$ cat src/rtl/trsel_pkg.sv
`timescale 1ns/1ps
package trsel_pkg;

    localparam int FIELD_W  = 16;
    localparam int NUM_GRP  = 8;
    localparam int GRPVEC_W = NUM_GRP * FIELD_W;
    localparam int WORD_W   = 32;

    typedef enum logic [3:0] {
        GRP_EXT    = 4'd0,
        GRP_PEC    = 4'd1,
        GRP_CNTSEQ = 4'd2,
        GRP_SSC    = 4'd3,
        GRP_SAC    = 4'd4,
        GRP_ARC    = 4'd5,
        GRP_CID    = 4'd6,
        GRP_VMID   = 4'd7
    } grp_code_e;

    typedef struct packed {
        logic                pair_inv;
        logic                inv;
        logic [3:0]          grp;
        logic [FIELD_W-1:0]  mask;
    } sel_cfg_t;

    localparam int CFG_W = $bits(sel_cfg_t);

    function automatic logic [FIELD_W-1:0] low_mask(input int n);
        logic [FIELD_W-1:0] m;
        m = '0;
        for (int b = 0; b < FIELD_W; b++) begin
            if (b < n) m[b] = 1'b1;
        end
        return m;
    endfunction

    function automatic logic [FIELD_W-1:0] cntseq_mask(input int n_cnt, input int n_seq);
        logic [FIELD_W-1:0] c;
        logic [FIELD_W-1:0] s;
        c = low_mask(n_cnt) & 16'h000F;
        s = low_mask(n_seq) & 16'h000F;
        return c | (s << 4);
    endfunction

    function automatic logic [WORD_W-1:0] cfg_to_word(input sel_cfg_t c);
        return {{(WORD_W-CFG_W){1'b0}}, c};
    endfunction

endpackage

$ cat src/rtl/trsel_cfg_regs.sv
`timescale 1ns/1ps
module trsel_cfg_regs
    import trsel_pkg::*;
#(
    parameter int NUM_SEL = 32,
    parameter int IDX_W   = 5,
    parameter logic [GRPVEC_W-1:0] IMPL_MASKS = '1
) (
    input  logic                 clk,
    input  logic                 rst,
    input  logic                 idle,
    input  logic                 wr_en,
    input  logic [IDX_W-1:0]     wr_idx,
    input  logic [WORD_W-1:0]    wr_data,
    output sel_cfg_t             cfg [NUM_SEL]
);

    sel_cfg_t           wr_cfg;
    logic [3:0]         wr_grp;
    logic [FIELD_W-1:0] wr_allowed;
    logic               wr_ok;

    assign wr_ok  = wr_en && idle;
    assign wr_grp = wr_data[19:16];

    always_comb begin
        if (wr_grp[3]) wr_allowed = '0;
        else           wr_allowed = IMPL_MASKS[wr_grp[2:0]*FIELD_W +: FIELD_W];
        wr_cfg.mask     = wr_data[15:0] & wr_allowed;
        wr_cfg.grp      = wr_grp;
        wr_cfg.inv      = wr_data[20];
        wr_cfg.pair_inv = wr_data[21];
    end

    for (genvar i = 0; i < NUM_SEL; i++) begin : g_reg
        if (i < 2) begin : g_fixed
            assign cfg[i] = '0;
        end else begin : g_prog
            sel_cfg_t r;
            always_ff @(posedge clk) begin
                if (rst) begin
                    r <= '0;
                end else if (wr_ok && wr_idx == IDX_W'(i)) begin
                    r.mask     <= wr_cfg.mask;
                    r.grp      <= wr_cfg.grp;
                    r.inv      <= wr_cfg.inv;
                    r.pair_inv <= (i % 2 == 0) ? wr_cfg.pair_inv : 1'b0;
                end
            end
            assign cfg[i] = r;
        end
    end

endmodule

$ cat src/rtl/trsel_unit.sv
`timescale 1ns/1ps
module trsel_unit
    import trsel_pkg::*;
(
    input  sel_cfg_t              cfg,
    input  logic [GRPVEC_W-1:0]   grp_vec,
    output logic                  post_inv
);

    logic [FIELD_W-1:0] picked;
    logic               raw;

    always_comb begin
        picked   = grp_vec[cfg.grp[2:0]*FIELD_W +: FIELD_W];
        raw      = !cfg.grp[3] && (|(cfg.mask & picked));
        post_inv = raw ^ cfg.inv;
    end

endmodule

$ cat src/rtl/trace_rsel_array.sv
`timescale 1ns/1ps
module trace_rsel_array
    import trsel_pkg::*;
#(
    parameter int NUM_SEL  = 32,
    parameter int NUM_EXT  = 3,
    parameter int NUM_PEC  = 8,
    parameter int NUM_CNT  = 2,
    parameter int NUM_SEQ  = 4,
    parameter int NUM_SSC  = 8,
    parameter int NUM_SAC  = 16,
    parameter int NUM_ARC  = 8,
    parameter int NUM_CID  = 4,
    parameter int NUM_VMID = 8
) (
    input  logic                     clk,
    input  logic                     rst,
    input  logic                     idle,
    input  logic                     wr_en,
    input  logic [4:0]               wr_idx,
    input  logic [31:0]              wr_data,
    input  logic [4:0]               rd_idx,
    output logic [31:0]              rd_data,
    input  logic [3:0]               ext_in,
    input  logic [7:0]               pec_in,
    input  logic [3:0]               cnt_zero,
    input  logic [3:0]               seq_st,
    input  logic [7:0]               ssc_in,
    input  logic [15:0]              sac_in,
    input  logic [7:0]               arc_in,
    input  logic [7:0]               cid_in,
    input  logic [7:0]               vmid_in,
    output logic [NUM_SEL-1:0]       sel_out,
    output logic [NUM_SEL/2-1:0]     pair_out
);

    localparam int IDX_W    = 5;
    localparam int NUM_PAIR = NUM_SEL / 2;
    localparam logic [GRPVEC_W-1:0] IMPL_MASKS = {
        low_mask(NUM_VMID) & 16'h00FF,
        low_mask(NUM_CID)  & 16'h00FF,
        low_mask(NUM_ARC)  & 16'h00FF,
        low_mask(NUM_SAC),
        low_mask(NUM_SSC)  & 16'h00FF,
        cntseq_mask(NUM_CNT, NUM_SEQ),
        low_mask(NUM_PEC)  & 16'h00FF,
        low_mask(NUM_EXT)  & 16'h000F
    };
    localparam logic [NUM_SEL-1:0] SEL_RST = NUM_SEL'(2);

    sel_cfg_t             cfg [NUM_SEL];
    logic [GRPVEC_W-1:0]  grp_vec;
    logic [NUM_SEL-1:0]   sel_nxt;
    logic [NUM_PAIR-1:0]  pair_nxt;

    assign grp_vec = {
        8'h00, vmid_in,
        8'h00, cid_in,
        8'h00, arc_in,
        sac_in,
        8'h00, ssc_in,
        8'h00, seq_st, cnt_zero,
        8'h00, pec_in,
        12'h000, ext_in
    };

    trsel_cfg_regs #(
        .NUM_SEL    (NUM_SEL),
        .IDX_W      (IDX_W),
        .IMPL_MASKS (IMPL_MASKS)
    ) u_regs (
        .clk     (clk),
        .rst     (rst),
        .idle    (idle),
        .wr_en   (wr_en),
        .wr_idx  (wr_idx),
        .wr_data (wr_data),
        .cfg     (cfg)
    );

    always_comb begin
        if (int'(rd_idx) < NUM_SEL) rd_data = cfg_to_word(cfg[rd_idx]);
        else                        rd_data = '0;
    end

    for (genvar i = 0; i < NUM_SEL; i++) begin : g_sel
        if (i == 0) begin : g_false
            assign sel_nxt[i] = 1'b0;
        end else if (i == 1) begin : g_true
            assign sel_nxt[i] = 1'b1;
        end else begin : g_unit
            trsel_unit u_unit (
                .cfg      (cfg[i]),
                .grp_vec  (grp_vec),
                .post_inv (sel_nxt[i])
            );
        end
    end

    for (genvar p = 0; p < NUM_PAIR; p++) begin : g_pair
        assign pair_nxt[p] = (sel_nxt[2*p] & sel_nxt[2*p+1]) ^ cfg[2*p].pair_inv;
    end

    always_ff @(posedge clk) begin
        if (rst) begin
            sel_out  <= SEL_RST;
            pair_out <= '0;
        end else begin
            sel_out  <= sel_nxt;
            pair_out <= pair_nxt;
        end
    end

endmodule

$ cat config.mk
export PLATFORM = sky130hd
export DESIGN_NAME = trace_rsel_array
export DESIGN_NICKNAME = d
export VERILOG_FILES = /design/src/rtl/trsel_pkg.sv /design/src/rtl/trsel_cfg_regs.sv /design/src/rtl/trsel_unit.sv /design/src/rtl/trace_rsel_array.sv
export SDC_FILE = /design/constraint.sdc
export NUM_CORES = 2
export LEC_CHECK = 0
export BUFFER_PORTS_ARGS = -buffer_cell sky130_fd_sc_hd__buf_2
export CORE_ASPECT_RATIO = 0.6
export CORE_MARGIN = 4
export CORE_UTILIZATION = 25
export DETAILED_ROUTE_END_ITERATION = 8
export PLACE_DENSITY = 0.39
export SLEW_MARGIN = 30
export SYNTH_ARGS = -nofsm -noshare
export SYNTH_HDL_FRONTEND = slang
export SYNTH_SLANG_ARGS = --single-unit
$ cat constraint.sdc
create_clock -name clk -period 7.9 [get_ports clk]
set_input_delay 1.58 -clock clk [delete_from_list [all_inputs] [get_ports clk]]
set_output_delay 1.58 -clock clk [all_outputs]
set_load 0.01 [all_outputs]
After elaboration in Yosys (flattened, before gate mapping) --
Index checks and enable logic that the tools add are counted.
Storage, ports and cells: memories 0, register bits 693, memory bits (writable) 0, bits in latches 0, ROM bits 0
Operators by class: reductions and logical operators 121, equality and inequality tests 30, magnitude comparators 1, mux-type cells 4, multipliers 0, $add $sub $neg 0, shift-type cells 31, div/mod/pow operators 0, bitwise gates (word level) 92
Operator list (count):
- variable part select 128 x 8 -> 16 bit | 30
- bitwise AND 16 bit | 31
- OR reduction 16 bit | 30
- variable part select 128 x 8 -> 16 bit (first input constant) | 1
- binary-select mux 22 bit (select 5 bit) | 1
- equality test 5 bit (second input constant) | 16
- logical AND 1 bit | 61
- bitwise XOR 1 bit | 45
- 2-to-1 mux 22 bit | 2
- equality test 5 x 4 -> 1 bit (second input constant) | 8
- zero test 1 bit | 30
- equality test 5 x 3 -> 1 bit (second input constant) | 4
- 2-to-1 mux 16 bit | 1
- bitwise AND 1 bit | 15
- equality test 5 x 2 -> 1 bit (second input constant) | 2
- >= comparator 6 bit (second input constant) | 1
- inverter 5 -> 6 bit | 1

Depth between registers and ports, before layout --
depth in word-level cells 7, mapped depth 11

By module --
From an unflattened synthesis, not the netlist that was laid out.
Second synthesis, totals: cell total of the unflattened synthesis 6745, area total of the unflattened synthesis 66543.8 µm²
By module, submodules not included:
- trsel_unit | seq. area each 0.0 µm², area an instance 1102.3 µm², times used 30, cells an instance 92
- trsel_cfg_regs | seq. area each 12912.4 µm², area an instance 25807.3 µm², times used 1, cells an instance 3066
- trace_rsel_array | seq. area each 920.9 µm², area an instance 7667.4 µm², times used 1, cells an instance 919

Least setup slack after synthesis --
No wires, ideal clock.
kind input to output, from input rd_idx[0], to output rd_data[3], setup slack 2.809 ns, required time 6.320 ns, path buffers 2, arrival time 3.511 ns, stages 7, cells stage by stage clkbuf_1 buf_1 mux4_2 mux2_2 a22oi_1 o21ai_0 o21a_1
Between the ends: cells in the longest elaborated chain, start to end 4
RTL lines:
- start, declared | line trace_rsel_array.sv:22 | input logic [4:0] rd_idx,
- inverter 5 -> 6 bit (implied by the code) | line trace_rsel_array.sv:82 | if (int'(rd_idx) < NUM_SEL) rd_data = cfg_to_word(cfg[rd_idx]);
- binary-select mux 22 bit (select 5 bit) | line trace_rsel_array.sv:82
- 2-to-1 mux 22 bit (implied by the code) (2 in series) | line trace_rsel_array.sv:82
- end, declared | line trace_rsel_array.sv:23 | output logic [31:0] rd_data,
Every way passes these cells. The select of a mux whose other input is x is not followed.

Final worst setup path --
from input rd_idx[1], to output rd_data[9]
The elaborated chain is that of the path after synthesis.

==> qor.yml <==
status:
  status: "completed"
worst_setup_path:
  crit_arrival_ns: 4.84
  cp_num_buf_inv: 3
  crit_required_ns: 6.32
  crit_chain: "buf_4 > or2_2 > buf_4 > o21ai_0 > o22ai_1 > o21ai_0 > o21a_1 > buf_2"
  reg2reg_slack_ns: 4.33
  startpoint_type: "primary input"
  crit_fanout: 35
  crit_path_end_kind: "output pin"
  max_stage_delay_ns: 0.76
  critPathKind: "in2out"
  critPathTopFamily: "compound AO/OA/AOI/OAI gates"
  slowest_stage: "o21ai_0"
synth:
  seq_area_frac_synth_pct: 28.8
  synthTopCellsByArea: "dfxtp_1, mux4_2, nor2_1"
  syn_inst: 5553
  synth-async-reset-ratio_pct: 0
  synth_cell_types: 81
  syn_area_um2: 48000
  synth_top_area_share_pct: 28.8
  synth_top_cell_by_area: "dfxtp_1"
  yosysWarnings: 0
  synth_edf_count: 0
  ys_seq_elements: 690
  synth_ff_type: "dfxtp_1"
  synth.avg_cell_area_um2: 8.64
floorplanning:
  die_y_um: 347
  die_area_um2: 199000
  die_x_um: 574
  pin_count: 194
  start_util_pct: 25.2
  core_um2: 191000
  row_count: 124
sta:
  setup_viol_count_final: 0
  finalHoldViolations: 0
  finalSetupTns_ns: 0
  clock.fmax_mhz: 156
  tightest_slew_ns: 1.14
  rsz0062_at_grt: "no"
  skew_ns: 0.0257
  period_needed_ns: 6.42
  finalCritPeriodShare_pct: 81.3
  slew_headroom_pct: 23.7
  drv_slew: 0
cts:
  cts_hold_buf: 0
  clk_latency_ns: 0.70
  cts_resized: 0
  path_clk_slew_ns: 0.06
  cts_sinks: 690
  cts.htree.levels: 3
  clockBufferDepth: 3
  cts-root-buf: "clkbuf_16"
  cts_tree: "built"
  post-cts-setup-buffers: 0
  numCtsBuffers: 79
final_layout:
  area_growth_pct: 11.1
  drive_above_1_share_pct: 20.6
  nNetsFinal: 5434
  fillCellCount: 20300
global_routing:
  grt_max_degree: 174
  grt_pass1_wl_um: 379000
  grt_pass1_vias: 42400
  overflow: 0
  track_usage_pct: 27.1
  antenna_found_initial: 48
drt:
  wire_per_inst_um: 35.6
  drtAntennaViolNets: 0
  vias_per_cell: 6.03
  first_pass_iters: 5
  vias: 47800
  drt_iter0_markers: 7961
  routed_wl_um: 282000
  drc_errors: 0
placed_design:
  portBuffers: 170
  dpl.hpwl_um: 189000
  gp_congestion: 0.966
power_and_ir_drop:
  seqPwrFrac_pct: 40.1
  swShare_pct: 30.9
  intPower_mw: 6.03
  p_leak_nw: 17.4
  power_frac_comb_pct: 13.6
  clock_power_share_pct: 46.4
  ir_drop_mv: 0.151
  powerDensity_nw_per_um2: 164
  p_sw_mw: 2.69
  p_total_mw: 8.73
worst_hold_path:
  hp-class: "reg2reg"
flow_run:
  max_cap_viol_count: 0
==> synth_stat cells, types with 33 or more instances <==
cell / instances
nor2_1: 1125
a21oi_1: 708
dfxtp_1: 690
clkbuf_1: 452
nand2_1: 412
mux4_2: 391
mux2i_1: 297
mux2_2: 132
a22oi_1: 128
buf_2: 113
o21ai_0: 102
nand2b_1: 96
a22o_1: 64
inv_1: 64
buf_4: 61
o22ai_1: 53
nor2b_1: 43
a211o_1: 37
a221oi_1: 37
nand3_1: 36
o221ai_1: 35
buf_6: 34
buf_1: 33
==> sequential cells by signal (all words and copies together) (netlist names) <==
register,cells
sel_out,30
pair_out,15
u_regs.cfg,645
==> routing by layer <==
| layer | vias to the layer above | routed length, um | part of all wire, % | GRT usage, % |
|---|---|---|---|---|
| li1 | 19700 | - | - | - |
| met3 | 475 | 42300 | 15 | 12.2 |
| met4 | 12 | 8930 | 3.2 | 7.93 |
| met2 | 3464 | 107000 | 38 | 34.8 |
| met1 | 24200 | 124000 | 44 | 39.5 |
| met5 | - | 228 | 0.081 | 0.539 |
==> area by class of cell <==
cell class              count  area, um2  area share, %
diodes                     36       90.1          0.169
clock buffers             110       2280           4.27
clock inverters            32        377          0.706
inverters                  64        240          0.451
multi-input cells        4107      30800           57.8
flip-flops and latches    690      13800           25.9
well taps                2520       3150           5.91
repair buffers            378       2570           4.81
==> worst min-delay path: stages (launching register included) <==
cell and delay, ns:
dfxtp_1 0.32, nand2_1 0.06, a21oi_1 0.05
==> power by group through the flow <==
stage | logic, mW | clock network (mW) | registers, mW
floorplan | 0.559 | 0 | 3.57
global placement | 1.11 | 0 | 3.57
detailed placement | 1.11 | 0 | 3.57
CTS | 1.11 | 4.10 | 3.49
global route | 1.16 | 4.23 | 3.49
finish | 1.18 | 4.05 | 3.49
==> worst paths after layout <==
path	from	endpoint	cells after the start
min reg2reg	u_regs.cfg[394]$_SDFFE_PP0P_	u_regs.cfg[394]$_SDFFE_PP0P_	2
max reg2reg	u_regs.cfg[390]$_SDFFE_PP0P_	pair_out[7]$_SDFF_PP0_	9
max	rd_idx[1]	rd_data[9]	8
min	u_regs.cfg[394]$_SDFFE_PP0P_	u_regs.cfg[394]$_SDFFE_PP0P_	2
==> cells in the final DEF, fill, tap and decap left out, types with 36 or more instances in the layout <==
cell,n
buf_4,208
dfxtp_1,687
a21oi_1,708
nand2_1,400
a22o_1,64
a211o_1,37
diode_2,36
mux2i_1,297
nor2_1,1124
a221oi_1,37
o22ai_1,53
buf_2,159
nand3_1,36
mux2_2,132
a22oi_1,128
nor2b_1,41
mux4_2,391
inv_1,64
nand2b_1,93
o21ai_0,92
clkbuf_16,82
==> cells by family after synthesis <==
family / synth area share (%)
XOR/XNOR: 0.420
AO/OA/AOI/OAI: 18.7
buffers and inverters: 7.42
multiplexers: 29.1
other: 0.0156
AND/OR/NAND/NOR: 15.6
flip-flops: 28.8
==> metrics by stage <==
stage	instance area, um2	cells	utilization [%]	hold slack, ns	worst slack (ns)
after floorplan	48000	5564	-	0.446	2.81
after global placement	50500	7757	26.5	0.467	1.36
after detailed placement	50600	7759	26.5	0.474	1.62
after CTS	53200	7901	27.9	0.483	1.62
after global routing	53200	7906	27.9	0.500	1.46
final	53300	7937	28.0	0.479	1.48
No activity file was read; power rests on OpenSTA's default activity.
